===== src/rtl/xcvr_flag_pkg.sv =====
package xcvr_flag_pkg;

    localparam int STAT_W   = 4;
    localparam int BIT_IRQ  = 0;
    localparam int BIT_TXE  = 1;
    localparam int BIT_RXF  = 2;
    localparam int BIT_STR  = 3;

    // Field order follows the bit positions software decodes.
    typedef struct packed {
        logic steer;
        logic rx_full;
        logic tx_empty;
        logic irq;
    } stat_t;

    typedef enum logic {
        PIN_FROM_IRQ   = 1'b0,
        PIN_FROM_STEER = 1'b1
    } pin_src_e;

    typedef struct packed {
        logic burst;
        logic irq_en;
        logic test;
        logic cp;
    } mode_t;

    // Set has priority over clear so an event is never lost.
    function automatic logic flag_next(input logic cur, input logic set, input logic clr);
        logic n;
        n = cur;
        if (clr) n = 1'b0;
        if (set) n = 1'b1;
        return n;
    endfunction

    function automatic pin_src_e pick_source(input mode_t m);
        return (m.test && !m.cp) ? PIN_FROM_STEER : PIN_FROM_IRQ;
    endfunction

endpackage


===== src/rtl/xcvr_event_decode.sv =====
module xcvr_event_decode
    import xcvr_flag_pkg::*;
(
    input  logic  tx_done,
    input  logic  rx_load,
    input  logic  quiet_ok,
    input  logic  tone_ok,
    input  logic  rd_stb,
    input  mode_t mode,
    output stat_t set_v,
    output stat_t clr_v
);
    logic tx_evt;

    always_comb begin
        tx_evt         = tx_done && mode.burst;
        set_v          = '0;
        clr_v          = '0;
        set_v.rx_full  = rx_load;
        set_v.tx_empty = tx_evt;
        set_v.irq      = rx_load || tx_evt;
        set_v.steer    = quiet_ok;
        clr_v.rx_full  = rd_stb;
        clr_v.tx_empty = rd_stb || !mode.burst;
        clr_v.irq      = rd_stb;
        clr_v.steer    = tone_ok;
    end
endmodule


===== src/rtl/xcvr_flag_bank.sv =====
module xcvr_flag_bank
    import xcvr_flag_pkg::*;
#(
    parameter int                 W       = STAT_W,
    parameter logic [STAT_W-1:0]  RST_VAL = '0
) (
    input  logic         clk,
    input  logic         rst,
    input  logic [W-1:0] set_v,
    input  logic [W-1:0] clr_v,
    output logic [W-1:0] q
);
    for (genvar i = 0; i < W; i++) begin : g_flag
        always_ff @(posedge clk) begin
            if (rst) q[i] <= RST_VAL[i];
            else     q[i] <= flag_next(q[i], set_v[i], clr_v[i]);
        end
    end
endmodule


===== src/rtl/xcvr_pin_mux.sv =====
module xcvr_pin_mux
    import xcvr_flag_pkg::*;
(
    input  stat_t st,
    input  mode_t mode,
    output logic  pin_n
);
    pin_src_e src;

    always_comb begin
        src = pick_source(mode);
        unique case (src)
            PIN_FROM_STEER: pin_n = !st.steer;
            default:        pin_n = !(mode.irq_en && st.irq);
        endcase
    end
endmodule


===== src/rtl/xcvr_flag_unit.sv =====
module xcvr_flag_unit
    import xcvr_flag_pkg::*;
(
    input  logic             clk,
    input  logic             rst,
    input  logic             tx_done_i,
    input  logic             rx_load_i,
    input  logic             quiet_ok_i,
    input  logic             tone_ok_i,
    input  logic             rd_stb_i,
    input  logic             burst_en_i,
    input  logic             irq_en_i,
    input  logic             test_en_i,
    input  logic             cp_sel_i,
    output logic [STAT_W-1:0] status_o,
    output logic             irq_pin_n_o
);
    mode_t mode;
    stat_t set_v, clr_v, st;
    logic [STAT_W-1:0] q;

    always_comb begin
        mode.burst  = burst_en_i;
        mode.irq_en = irq_en_i;
        mode.test   = test_en_i;
        mode.cp     = cp_sel_i;
    end

    xcvr_event_decode u_dec (
        .tx_done  (tx_done_i),
        .rx_load  (rx_load_i),
        .quiet_ok (quiet_ok_i),
        .tone_ok  (tone_ok_i),
        .rd_stb   (rd_stb_i),
        .mode     (mode),
        .set_v    (set_v),
        .clr_v    (clr_v)
    );

    xcvr_flag_bank #(.W(STAT_W), .RST_VAL('0)) u_bank (
        .clk   (clk),
        .rst   (rst),
        .set_v (set_v),
        .clr_v (clr_v),
        .q     (q)
    );

    assign st       = stat_t'(q);
    assign status_o = q;

    xcvr_pin_mux u_pin (
        .st    (st),
        .mode  (mode),
        .pin_n (irq_pin_n_o)
    );
endmodule


===== config.mk =====
export PLATFORM = sky130hd
export DESIGN_NAME = xcvr_flag_unit
export DESIGN_NICKNAME = d
export VERILOG_FILES = /design/src/rtl/xcvr_flag_pkg.sv /design/src/rtl/xcvr_event_decode.sv /design/src/rtl/xcvr_flag_bank.sv /design/src/rtl/xcvr_pin_mux.sv /design/src/rtl/xcvr_flag_unit.sv
export SDC_FILE = /design/constraint.sdc
export NUM_CORES = 1
export LEC_CHECK = 0
export BUFFER_PORTS_ARGS = -buffer_cell sky130_fd_sc_hd__buf_2
export CORE_AREA = 2 2 39 41
export CTS_CLUSTER_SIZE = 8
export DETAILED_ROUTE_END_ITERATION = 12
export DIE_AREA = 0 0 41 43
export PLACE_DENSITY_LB_ADDON = 0.2
export SYNTH_ARGS = -nofsm -noshare
export SYNTH_HDL_FRONTEND = slang
export SYNTH_SLANG_ARGS = --single-unit
export TNS_END_PERCENT = 5

===== constraint.sdc =====
create_clock -name clk -period 0.9 [get_ports clk]
set_clock_uncertainty 0.05 [all_clocks]
set_input_delay 0 -clock clk [delete_from_list [all_inputs] [get_ports clk]]
set_output_delay 0 -clock clk [all_outputs]
set_load 0.005 [all_outputs]

## Word-level counts from Yosys, hierarchy flattened

Cells that the tools add are included.

- Bits in registers: 4
- Latch bits: 0
- RAM bits: 0
- Memory bits (read-only): 0
- Bits of input ports: 11
- Output and inout bits: 5
- Word-level logic and storage cells: 26
- Memories kept: 0

- Add/sub/neg operators: 0
- Multipliers: 0
- Divide/modulo/power cells: 0
- Order comparisons: 0
- Equal/unequal tests: 0
- Shift operators: 0
- Multiplexer cells: 9
- Bitwise operators: 0
- Reductions and logical operators: 13

Operators by type and width:

| operator | number |
|---|---|
| $mux W1 | 9 |
| $reduce_bool A2 Y1 | 4 |
| $logic_not A1 Y1 | 4 |
| $logic_and A1 B1 Y1 | 3 |
| $logic_or A1 B1 Y1 | 2 |

## Depth between registers and ports, before layout

- Depth after elaboration: 4
- Mapped depth: 2
- Mapped depth without buffers: 2

## By module

Synthesis repeated with hierarchy kept, for this count alone.

- Cell total of the unflattened synthesis: 28
- Area total of the unflattened synthesis: 226.5 um2

Modules (own cells, without submodules):

| module | instances | cells each | area an instance (um2) | sequential area each (um2) |
|---|---|---|---|---|
| xcvr_flag_bank | 1 | 16 | 140.1 | 80.1 |
| xcvr_event_decode | 1 | 9 | 65.1 | 0.0 |
| xcvr_pin_mux | 1 | 3 | 21.3 | 0.0 |

## Least setup slack after synthesis

Ideal clock, no wire load.

- Kind: reg2reg
- Start: register, netlist name u_bank.q[1]
- End: register u_bank.q[1]
- Setup time: 0.116 ns
- Data arrival time: 0.596 ns
- Required time: 0.734 ns
- Path slack: 0.138 ns
- Stages on the path, launching flop included: 3
- Path buffers: 0
- Period minus slack after synthesis: 0.762 ns
- Cells stage by stage: dfxtp_1 -> nor2b_1 -> o211a_1

RTL lines:

| element | RTL line | RTL |
|---|---|---|
| end signal: indexed assignment | xcvr_flag_bank.sv:15 | `if (rst) q[i] <= RST_VAL[i];` |
| end signal: indexed assignment | xcvr_flag_bank.sv:16 | `else q[i] <= flag_next(q[i], set_v[i], clr_v[i]);` |
| end: declaration | xcvr_flag_bank.sv:11 | `output logic [W-1:0] q` |

## Final worst setup path

- Start: register u_bank.q[3]
- End: output port irq_pin_n_o

- Word-level cells in the longest chain between the ends: 2

Ends and longest elaborated chain:

| element | RTL line | RTL |
|---|---|---|
| $logic_not A1 Y1 | xcvr_pin_mux.sv:13 | `PIN_FROM_STEER: pin_n = !st.steer;` |
| $mux W1 | xcvr_pin_mux.sv:12 | `unique case (src)` |
| end: declaration | xcvr_flag_unit.sv:16 | `output logic irq_pin_n_o` |

No other way between the ends.

==> metrics <==
outcome=finished with violations; failing checks=negative setup slack; Placed Cells incl. Taps=49; switching share of power=0.213; cell leakage power=0.182 nW; I/O Pins=16; power density over the cells=1450 mW/mm²; average instance area after synthesis=9.25 µm²; data arrival time of the worst path=0.93 ns; routed length per placed instance=8.40 µm; Syn. warnings=0; Horiz. Die Dim=41 µm; area share of the largest cell type after synthesis=0.481; Clk network pwr share=0.444; clock tree from TritonCTS=yes; register with the most flip-flops=u_bank.q; Adder-Cell Fraction of Synth Area=0; top flop regs=u_bank.q: 4 flops; via density per instance=3.71; highest-count cells in the layout ignoring fill and taps=15 x buf_2, 6 x dlygate4sd3_1, 3 x nand2b_1, 3 x clkbuf_4, 3 x dfxtp_1; via count=215; synthesized-area fraction occupied by ao, oa, aoi and oai cells=0.211; synthesized area=166 µm²; net switching power=0.107 mW; total clock sinks=4; final critical path time including I/O delays and setup=0.982 ns; cell type with the highest aggregate area in the netlist=dfxtp_1; number of placement rows=14; fraction of power consumed by sequential logic=0.392; finished layout cell area=345 µm²; number of CTS-inserted buffers=3; nature of the critical path startpoint=register; part of the total power dissipated in combinational logic=0.164; post-synthesis net count=29; area of the core=0.00138 mm²; Max FO, Critical Path=3; Diodes inserted=0; Slew HR=0.918; internal power=0.394 mW; maximum number of pins on one net before global-route repair=4; XOR/XNOR share of the synthesized area=0; dominant cells by area after synthesis=dfxtp_1 48%, nand2b_1 11%, a31oi_1 7.5%; final global-route overflow total=0; die area=0.00176 mm²; upper clock frequency limit=1.02 GHz; H-tree depth=1; wirelength, routed=487 µm; Detail Route Antenna Nets=0; largest family of logic cells by synthesized area=simple AND/OR/NAND/NOR gates; setup violation total in the final timing report=1; Iter 0 DRT Violations=3; clock transition at the registers of the reported paths=0.04 ns; global placement routability congestion=0.564; DRC violation count after routing=0; final non-filler cell total=58; most common library cell in the layout ignoring fill and taps=buf_2; path type of the worst min-delay path=input pin to register; nets=55; final worst-path cycle share=1.09; layout cells sized above 1=0.452; worst endpoint required time=0.85 ns; critical path type=register to output port; count of cell types in the netlist=10; maximum buffer depth of the clock tree=2; max FFs per register=4; vias in the first global route=184; Die H=43 µm; source-to-sink clock delay at the later pin of the worst-skew pair=0.23 ns; max-capacitance violation count=0; unrepaired setup endpoints after global routing=true; Pre-Repair DR Iteration Count=4; number of filler cells placed in the layout=146; # Post-CTS Setup Buffers=0; Final Max Slew Viols=0; number of input and output port buffers inserted=15; first-pass GRT wire length=703 µm; Global Route Usage Sum=0.0683; peak supply drop=0.000456 V; multiplexer share of the synthesized area=0; Mapped Cells=18; endpoints failing hold=0; Worst Slack Setup Final=-0.0823 ns; sequential element share of the synthesized area=0.481; endpoint kind of the worst setup timing path=output port; post-layout power=0.501 mW; effective utilization at floorplan=0.120; cell area after placement=262 µm²; Root Buffer Master=clkbuf_4; HPWL after detailed placement=343 µm; antenna violations before repair=0; Yosys reg bits=4; Layout area overhead=108%; synthesized-area fraction occupied by and/or/nand/nor cells=0.263; transition time of the tightest slew-check pin=0.122 ns
-- worst max-delay path, cell delays in order (launching register included) --
cell and delay, ns:
dfxtp_2 0.31, and3b_1 0.15, a31oi_1 0.12, buf_2 0.13
-- cells by family after synthesis --
| logic type | after synthesis |
|---|---|
| DFF | 4 |
| and+or+nand+nor | 7 |
| AOI/OAI and AO/OA | 5 |
| buffers and inverters | 2 |
-- power groups by stage --
stage | Clock, mW | Combinational [mW] | Sequential, mW
3_5_place_dp | 0 | 0.0630 | 0.199
5_1_grt | 0.253 | 0.0924 | 0.198
4_1_cts | 0.238 | 0.0827 | 0.197
2_1_floorplan | 0 | 0.0213 | 0.199
3_3_place_gp | 0 | 0.0644 | 0.199
6_report | 0.223 | 0.0822 | 0.196
-- metal layers --
metal	track usage	vias to the layer above	wire [µm]
met2	0.0750	16	177
met5	0	-	0
met3	0.0628	2	70
met4	0.0600	0	5
met1	0.0742	87	233
li1	-	110	-
-- area by class of cell --
class / instances / area, µm² / area share
clock buffer: 3 / 22.5 / 0.0652
inverter: 2 / 7.51 / 0.0217
multi-input combinational: 12 / 78.8 / 0.228
sequential: 4 / 81.3 / 0.236
tap: 16 / 20.0 / 0.0580
timing repair buffer: 21 / 135 / 0.391
-- metrics by stage --
| step | TNS, ns | utilization | hold slack (ns) | worst slack (ns) |
|---|---|---|---|---|
| final | -0.0823 | 0.250 | 0.0230 | -0.0823 |
| after global routing | -0.153 | 0.250 | 0.0117 | -0.153 |
| after CTS | -0.0984 | 0.250 | 0.0152 | -0.0984 |
| after detailed placement | 0 | 0.189 | 0.149 | 0.134 |
| after global placement | 0 | 0.189 | 0.153 | 0.133 |
| after floorplan | 0 | - | 0.0191 | 0.138 |
-- timing repair --
| item | 4_1_cts | 5_1_grt |
|---|---|---|
| pin swaps | 1 | 0 |
| hold buffers | 6 | 0 |
| gates resized for setup | 1 | 0 |
| gates cloned | 0 | 0 |
| setup endpoints to repair | 1 | 1 |
| hold endpoints to repair | 4 | 0 |
-- synth_stat cells --
cell type and count:
a21oi_1 1, a31oi_1 2, and3b_1 1, dfxtp_1 4, inv_1 2, nand2_1 1, nand2b_1 3, nor2b_1 2
o211a_1 1, o21a_1 1
-- final timing paths --
path | start | end | slack (ns) | depth (start not counted)
hold / removal | tone_ok_i | u_bank.q[3] | 0.02 | 3
setup reg to reg | u_bank.q[1] | u_bank.q[1] | 0.13 | 2
setup / recovery | u_bank.q[3] | irq_pin_n_o | -0.08 | 3
hold reg to reg | u_bank.q[2] | u_bank.q[2] | 0.42 | 2
Note: power is estimated with default switching activity, not from simulation.
